<file path="src/rtl/irq_redir_pkg.sv">
package irq_redir_pkg;
  localparam logic [7:0]  OFF_SELECT = 8'h00;
  localparam logic [7:0]  OFF_WINDOW = 8'h10;
  localparam logic [2:0]  ACC_WORD   = 3'd4;

  localparam logic [7:0]  IDX_ID  = 8'h00;
  localparam logic [7:0]  IDX_VER = 8'h01;
  localparam logic [7:0]  IDX_ARB = 8'h02;
  localparam logic [7:0]  IDX_TBL = 8'h10;

  localparam logic [31:0] ID_FIELD   = 32'h0F00_0000;
  localparam logic [31:0] VER_CODE   = 32'h0000_0011;
  localparam int          MAXRED_LSB = 16;

  // protected bits: delivery status (12), remote IRR (14)
  localparam int          B_RIRR   = 14;
  localparam logic [31:0] RO_LO    = 32'h0000_5000;
  localparam logic [31:0] RO_HI    = 32'h0000_0000;
  // bits whose change does not call for a recompute: polarity (13), mask (16)
  localparam logic [31:0] NOTRIG_LO = 32'h0001_2000;

  localparam logic [63:0] ENTRY_RST = 64'h0001_0000_0001_0000;

  typedef enum logic [2:0] {
    REG_NONE,
    REG_ID,
    REG_VER,
    REG_ARB,
    REG_TBL
  } reg_kind_t;
endpackage

</file>
<file path="src/rtl/irq_redir_decode.sv">
module irq_redir_decode
  import irq_redir_pkg::*;
#(
  parameter int NUM_PINS = 24,
  localparam int PIN_W = $clog2(NUM_PINS)
) (
  input  logic             bus_valid,
  input  logic             bus_write,
  input  logic [7:0]       bus_offset,
  input  logic [2:0]       bus_size,
  input  logic [7:0]       sel_idx,
  output logic             sel_we,
  output logic             win_we,
  output logic             sel_re,
  output logic             win_re,
  output logic             any_re,
  output reg_kind_t        kind,
  output logic [PIN_W-1:0] pin,
  output logic             hi
);
  localparam int TBL_END = 16 + 2 * NUM_PINS;

  logic       word_ok;
  logic [7:0] rel;
  logic [6:0] half_idx;

  always_comb begin
    word_ok  = bus_valid && (bus_size == ACC_WORD);
    sel_we   = word_ok && bus_write  && (bus_offset == OFF_SELECT);
    win_we   = word_ok && bus_write  && (bus_offset == OFF_WINDOW);
    sel_re   = word_ok && !bus_write && (bus_offset == OFF_SELECT);
    win_re   = word_ok && !bus_write && (bus_offset == OFF_WINDOW);
    any_re   = bus_valid && !bus_write;
    rel      = sel_idx - IDX_TBL;
    half_idx = rel[7:1];
    pin      = half_idx[PIN_W-1:0];
    hi       = rel[0];
    if (sel_idx == IDX_ID)       kind = REG_ID;
    else if (sel_idx == IDX_VER) kind = REG_VER;
    else if (sel_idx == IDX_ARB) kind = REG_ARB;
    else if ((sel_idx >= IDX_TBL) && (32'(sel_idx) < TBL_END)) kind = REG_TBL;
    else                         kind = REG_NONE;
  end
endmodule

</file>
<file path="src/rtl/irq_redir_table.sv">
module irq_redir_table
  import irq_redir_pkg::*;
#(
  parameter int NUM_PINS = 24,
  localparam int PIN_W = $clog2(NUM_PINS)
) (
  input  logic                   clk,
  input  logic                   rst,
  input  logic                   wr_en,
  input  logic [PIN_W-1:0]       wr_pin,
  input  logic                   wr_hi,
  input  logic [31:0]            wr_data,
  input  logic [PIN_W-1:0]       rd_pin,
  input  logic                   rd_hi,
  output logic [31:0]            rd_word,
  input  logic                   set_valid,
  input  logic [PIN_W-1:0]       set_pin,
  input  logic                   clr_valid,
  input  logic [PIN_W-1:0]       clr_pin,
  output logic                   trig_change,
  output logic [NUM_PINS*64-1:0] entries
);
  logic [63:0] ent [NUM_PINS];
  logic [63:0] wr_old;
  logic [31:0] old_half, new_half, ro_mask, care_mask;

  always_comb begin
    wr_old    = ent[wr_pin];
    ro_mask   = wr_hi ? RO_HI : RO_LO;
    care_mask = wr_hi ? 32'hFFFF_FFFF : ~NOTRIG_LO;
    old_half  = wr_hi ? wr_old[63:32] : wr_old[31:0];
    new_half  = (wr_data & ~ro_mask) | (old_half & ro_mask);
    trig_change = |((old_half ^ new_half) & care_mask);
  end

  always_comb begin
    rd_word = rd_hi ? ent[rd_pin][63:32] : ent[rd_pin][31:0];
  end

  for (genvar i = 0; i < NUM_PINS; i++) begin : g_ent
    logic hit_wr, hit_set, hit_clr;
    always_comb begin
      hit_wr  = wr_en && (wr_pin == PIN_W'(i));
      hit_set = set_valid && (set_pin == PIN_W'(i));
      hit_clr = clr_valid && (clr_pin == PIN_W'(i));
    end

    always_ff @(posedge clk) begin
      if (rst) begin
        ent[i] <= ENTRY_RST;
      end else begin
        if (hit_wr) begin
          if (wr_hi) ent[i][63:32] <= new_half;
          else       ent[i][31:0]  <= new_half;
        end
        if (hit_set)      ent[i][B_RIRR] <= 1'b1;
        else if (hit_clr) ent[i][B_RIRR] <= 1'b0;
      end
    end

    assign entries[i*64 +: 64] = ent[i];
  end
endmodule

</file>
<file path="src/rtl/irq_redir_regs.sv">
module irq_redir_regs
  import irq_redir_pkg::*;
#(
  parameter int NUM_PINS = 24,
  localparam int PIN_W = $clog2(NUM_PINS)
) (
  input  logic                   clk,
  input  logic                   rst,
  input  logic                   bus_valid,
  input  logic                   bus_write,
  input  logic [7:0]             bus_offset,
  input  logic [2:0]             bus_size,
  input  logic [31:0]            bus_wdata,
  output logic [31:0]            bus_rdata,
  output logic                   bus_rvalid,
  input  logic                   rirr_set_valid,
  input  logic [PIN_W-1:0]       rirr_set_pin,
  input  logic                   rirr_clr_valid,
  input  logic [PIN_W-1:0]       rirr_clr_pin,
  output logic [NUM_PINS*64-1:0] tbl_flat,
  output logic                   tmr_recompute,
  output logic                   wr_evt_valid,
  output logic [PIN_W-1:0]       wr_evt_pin
);
  localparam logic [31:0] VER_WORD = (32'(NUM_PINS - 1) << MAXRED_LSB) | VER_CODE;

  logic [31:0]      sel_q;
  logic [31:0]      id_q;
  logic             sel_we, win_we, sel_re, win_re, any_re;
  reg_kind_t        kind;
  logic [PIN_W-1:0] pin;
  logic             hi;
  logic             tbl_we;
  logic [31:0]      tbl_word;
  logic             trig_change;
  logic [31:0]      rd_next;

  irq_redir_decode #(.NUM_PINS(NUM_PINS)) u_dec (
    .bus_valid (bus_valid),
    .bus_write (bus_write),
    .bus_offset(bus_offset),
    .bus_size  (bus_size),
    .sel_idx   (sel_q[7:0]),
    .sel_we    (sel_we),
    .win_we    (win_we),
    .sel_re    (sel_re),
    .win_re    (win_re),
    .any_re    (any_re),
    .kind      (kind),
    .pin       (pin),
    .hi        (hi)
  );

  assign tbl_we = win_we && (kind == REG_TBL);

  irq_redir_table #(.NUM_PINS(NUM_PINS)) u_tbl (
    .clk        (clk),
    .rst        (rst),
    .wr_en      (tbl_we),
    .wr_pin     (pin),
    .wr_hi      (hi),
    .wr_data    (bus_wdata),
    .rd_pin     (pin),
    .rd_hi      (hi),
    .rd_word    (tbl_word),
    .set_valid  (rirr_set_valid),
    .set_pin    (rirr_set_pin),
    .clr_valid  (rirr_clr_valid),
    .clr_pin    (rirr_clr_pin),
    .trig_change(trig_change),
    .entries    (tbl_flat)
  );

  always_comb begin
    rd_next = '0;
    if (sel_re) begin
      rd_next = sel_q;
    end else if (win_re) begin
      case (kind)
        REG_ID, REG_ARB: rd_next = id_q;
        REG_VER:         rd_next = VER_WORD;
        REG_TBL:         rd_next = tbl_word;
        default:         rd_next = '0;
      endcase
    end
  end

  always_ff @(posedge clk) begin
    if (rst) begin
      sel_q         <= '0;
      id_q          <= '0;
      bus_rdata     <= '0;
      bus_rvalid    <= 1'b0;
      tmr_recompute <= 1'b0;
      wr_evt_valid  <= 1'b0;
      wr_evt_pin    <= '0;
    end else begin
      if (sel_we) sel_q <= bus_wdata;
      if (win_we && (kind == REG_ID)) id_q <= bus_wdata & ID_FIELD;
      bus_rvalid    <= any_re;
      bus_rdata     <= any_re ? rd_next : '0;
      tmr_recompute <= tbl_we && trig_change;
      wr_evt_valid  <= tbl_we;
      if (tbl_we) wr_evt_pin <= pin;
    end
  end
endmodule

</file>
<file path="config.mk">
export PLATFORM = sky130hd
export DESIGN_NAME = irq_redir_regs
export DESIGN_NICKNAME = d
export VERILOG_FILES = /design/src/rtl/irq_redir_pkg.sv /design/src/rtl/irq_redir_decode.sv /design/src/rtl/irq_redir_table.sv /design/src/rtl/irq_redir_regs.sv
export SDC_FILE = /design/constraint.sdc
export NUM_CORES = 2
export LEC_CHECK = 0
export ABC_AREA = 1
export BUFFER_PORTS_ARGS = -buffer_cell sky130_fd_sc_hd__buf_4
export CAP_MARGIN = 20
export CORE_AREA = 8 8 624 626
export DETAILED_ROUTE_END_ITERATION = 16
export DIE_AREA = 0 0 632 634
export PLACE_DENSITY = 0.46
export SLEW_MARGIN = 20
export SYNTH_ARGS = -nofsm -noshare
export SYNTH_HDL_FRONTEND = slang
export SYNTH_SLANG_ARGS = --single-unit
</file>
<file path="constraint.sdc">
create_clock -name clk -period 6.25 [get_ports clk]
set_input_delay 1.25 -clock clk [delete_from_list [all_inputs] [get_ports clk]]
set_output_delay 1.25 -clock clk [all_outputs]
set_load 0.05 [all_outputs]
</file>
Word level (Yosys, flattened, before mapping). Memories as Yosys holds them, arrays and structs flattened. Index checks and enable logic that the tools add are counted.

Register bits: 76. Memory bits (writable): 1536. Input bits: 59. Word-level logic and storage cells: 706. Memories: 1.

Memories: u_tbl.ent (words 24, bits a word 64, rd ports 25, clocked after memory_dff 0, write ports 24, RTL line irq_redir_table.sv:23) `logic [63:0] ent [NUM_PINS];`.

$add $sub $neg: 1. Magnitude comparators: 2. Equal/unequal tests: 77. Mux-type cells: 422. Bitwise gates (word level): 103. Reduce and logical (&&, ||, !) cells: 93.

Operator list (count): two-way mux 32 bit (51); two-way mux 1 bit (364); == test 5 x 4 -> 1 bit, second input constant (24); == test 5 bit, second input constant (24); bitwise AND 32 bit (3); OR 1 bit (96); one-hot mux 32 bit (3 select lines) (1); logical AND 1 bit (84); == test 5 x 3 -> 1 bit, second input constant (12); NOT 32 bit (1); OR 32 bit (1); OR reduction 32 bit (1); bitwise XOR 32 bit (1); == test 5 x 2 -> 1 bit, second input constant (6); two-way mux 17 bit (1); zero test 8 bit (2); == test 5 x 1 -> 1 bit, second input constant (3); zero test 5 bit (3); two-way mux 15 bit (1); two-way mux 3 bit (4); == test 8 x 1 -> 1 bit, second input constant (1); == test 8 x 2 -> 1 bit, second input constant (1); == test 8 x 5 -> 1 bit, second input constant (1); >= comparator 8 x 5 -> 1 bit, second input constant (1); 8 further kinds (11).

Depth between registers and ports, before layout.
Depth in word-level cells: 15. Gate-level depth with buffers: 21. Depth with buffers taken out: 19.

Hierarchy. A second synthesis with hierarchy kept.

Cells, all modules: 10638. Area, all modules: 87157.3 um^2.

Modules (own cells, without submodules): irq_redir_table (times used 1, cells an instance 10255, area an instance 84001.8 um^2, seq. area each 46124.2 um^2); irq_redir_regs (times used 1, cells an instance 341, area an instance 2911.5 um^2, seq. area each 1521.5 um^2); irq_redir_decode (times used 1, cells an instance 42, area an instance 244.0 um^2, seq. area each 0.0 um^2).

Worst setup path after synthesis. No wires, ideal clock.

Path type: input -> register. From: input bus_offset[5]. To: memory u_tbl.ent[0][32] (enable). Library setup time: 466 ps. Arrival: 4945 ps. Data required time: 5784 ps. Slack: 840 ps. Stages: 10. Path buffers: 0. Path through: or3_1 nor3b_1 nand2_1 nor2_8 inv_4 nor2_4 inv_2 nor2_2 inv_2 o21ai_0.

RTL lines: start, declared (RTL line irq_redir_regs.sv:11) `input logic [7:0] bus_offset,`; end, declared (RTL line irq_redir_table.sv:23).

==> results.toml <==
[sta]
worst_slew_pin_slew_ns = 1.265
timing.final.hold_violations = 0
fin_skew_ns = 0.1208
rsz0062_at_grt = "false"
finalSetupViolCount = 0
achievable-frequency_ghz = 0.2094
slew_headroom_pct = 15.66
tns_ns = 0
fin_crit_sh_pct = 76.40
post-route-min-period_ns = 4.775
final-max-slew-violation-count = 0

[drt]
num_vias = 70650
route.detailed.vias_per_inst = 4.786
met2RoutedLength_microns = 263900
antenna_violating_nets_post_route = 0
post_route_drc_violation_count = 0
drt_first_iter_violations = 9949
average_detailed_routed_wire_length_per_instance_microns = 41.01
topRoutingLayerUsed = "met5"
routed-wl-met3_microns = 71270
met1_length_microns = 233300
total_wire_length_after_detailed_routing_microns = 605300
pre_antenna_drt_iters = 9

[grt]
residual_overflow_from_global_routing = 0
first_global_vias = 64290
gr-usage-all-layers_pct = 28.65
global_route_wire_length_before_repair_microns = 747900
grt_max_degree = 103
grt_antenna_before_repair = 76

[power]
pwr_density_cell_nw_per_um2 = 283.7
design_power_total_mw = 27.96
static-leakage-power_nw = 41.78
vdd.ir_drop.worst_v = 0.0002239

[die]
dieWidth_microns = 632
num_io_pins = 1635
starting_density_pct = 19.37
fp.dieH_microns = 634
core-area_sq_um = 380000
rows = 227
total_die_area_sq_um = 400700

[worst_setup_path]
critical_path.startpoint_type = "flip-flop"
worstSetupPathType = "reg2reg"
timing.critical_path.fanout_max = 19
cp.arrival_ns = 5.33
cp_data_required_time_ns = 6.80
critPathCaptureType = "flip-flop"

[flow_run]
maxCapViolCount = 0

[clock_tree]
total_cts_buffers = 200
cts_repair_resize_count = 0
tritoncts = "yes"
tritoncts_sinks = 1612
htree_num_levels = 4
ctsRootBufferMaster = "clkbuf_16"
clock_latency_on_the_worst_skew_pair_ns = 0.96
clkSlewWorstSetupHoldPaths_ns = 0.06
cts.repair_timing.setup_buffer_count = 0
cts_hold_buf = 0
ctsLongestPathBuffers = 4

[synthesis]
ys_seq_area_share_pct = 64.74
synth.area.top_cells = "edfxtp_1 (63%), nand2_1 (16%), nor2_1 (9.0%)"
post_synth_inst_count = 8112
syn_area_sq_um = 73600
library_cell_with_the_largest_summed_area_after_synthesis = "edfxtp_1"
postSynthAreaPerCell_sq_um = 9.073
synth-seq-cells = 1612
synth_largest_type_area_fraction_pct = 62.67
synthDistinctLibCells = 35
yosys_warnings = 0
syn-num-nets = 8174

[place]
place.port_buffers = 1634
routabilityCongestion = 0.9446
detailedPlacementHpwl_microns = 452800
numPlacedInstances = 14350

[run_status]
status = "finished clean"

[final_layout]
final_common_cell = "nand2_1"
fraction_of_final_layout_cells_sized_beyond_drive_strength_1_pct = 23.68
layout.cells.most_common_list = "nand2_1 (3156), buf_4 (1782), nor2_1 (1754)"
area_growth_pct = 33.93
n_fill_cell = 41010
final-instance-count-excl-fill = 14760
fin_nets = 9578

[worst_hold_path]
hold_path_class = "reg2reg"
through the flow:
stage               instance area, sq um  hold WS [ns]  worst slack [ns]  util (%)
floorplan                          73600        0.4245            0.8399         -
global placement                   91950        0.4347             1.255     24.20
detailed placement                 91970        0.4439             1.285     24.20
CTS                                98460        0.4519             1.545     25.91
global route                       98500        0.4814             1.409     25.92
finish                             98570        0.4515             1.475     25.94
flip-flops by register name, indices dropped and copies added (netlist names):
| name | cells |
|---|---|
| wr_evt_valid | 1 |
| wr_evt_pin | 5 |
| id_q | 4 |
| tmr_recompute | 1 |
| bus_rdata | 32 |
| u_tbl.ent | 1536 |
| sel_q | 32 |
| bus_rvalid | 1 |
power breakdown:
part	internal, mW	leakage [nW]	total, mW	switching (mW)
clock	6.86	3.16	12.2	5.29
combinational	0.603	22.3	3.34	2.74
sequential	12.1	16.3	12.5	0.326
final cells by class:
type | count | area (sq um) | area share, %
inverter | 196 | 843.3 | 0.8555
sequential | 1612 | 47660 | 48.35
tap | 5038 | 6304 | 6.395
timing repair buffer | 1820 | 14140 | 14.34
clock inverter | 113 | 1164 | 1.180
antenna | 47 | 117.6 | 0.1193
clock buffer | 249 | 5325 | 5.402
multi-input combinational | 5686 | 23020 | 23.35
synth_stat cells:
master	instances
buf_2	184
inv_1	141
clkinv_1	3
nor2_4	1
nand2_1	3193
nor3b_1	1
o21ai_0	65
o2111ai_1	2
nor3_2	10
nor2_2	13
or3_1	1
inv_4	1
dfxtp_1	76
clkbuf_1	388
nand3b_1	7
ha_1	3
nand4_1	147
nor3_1	10
nand2_2	1
nor2_1	1759
a21oi_1	240
a21boi_1	1
edfxtp_1	1536
nand3_1	219
inv_2	51
and2_1	1
nor2_8	2
a31oi_1	3
a22oi_1	2
buf_4	1
nand2_4	1
nor4_4	2
and3_1	1
nor4_2	1
buf_1	45
layer usage:
metal / track usage (%) / vias to the layer above
met2: 43.94 / 4687
met5: 0 / -
met4: 14.17 / 10
met1: 35.21 / 35920
met3: 10.88 / 887
li1: - / 29150
worst max-delay path: stages, from the launching register on:
cell	delay [ns]
dfxtp_1	0.74
inv_1	0.39
ha_1	0.31
nand2_1	0.07
inv_1	0.06
nand4_1	0.36
nand2_1	0.10
nor2_1	0.17
inv_2	0.09
nor2_8	0.15
buf_4	0.33
nand2_2	0.21
nor2_1	0.25
inv_2	0.09
nor2_1	0.09
inv_1	0.10
nand2_2	0.58
buf_4	0.31
logic make-up (layout without fill, tap and decap cells):
logic type | Yosys count | in the layout | share of synthesized area [%]
AOI/OAI and AO/OA | 313 | 313 | 2.154
adders and majority gates | 3 | 3 | 0.05101
buffers and inverters | 814 | 2378 | 4.473
DFF | 1612 | 1612 | 64.74
other | 0 | 47 | 0
and+or+nand+nor | 5370 | 5370 | 28.58
path summary, 6_finish.rpt:
kind	endpoint	cells past startpoint	slack [ns]	from
hold / removal	id_q[26]	2	0.45	id_q[26]
setup reg to reg	u_tbl.ent[22][15]	17	1.48	sel_q[4]
hold reg to reg	id_q[26]	2	0.45	id_q[26]
setup / recovery	u_tbl.ent[22][15]	17	1.48	sel_q[4]
(Power assumes the default switching activity.)
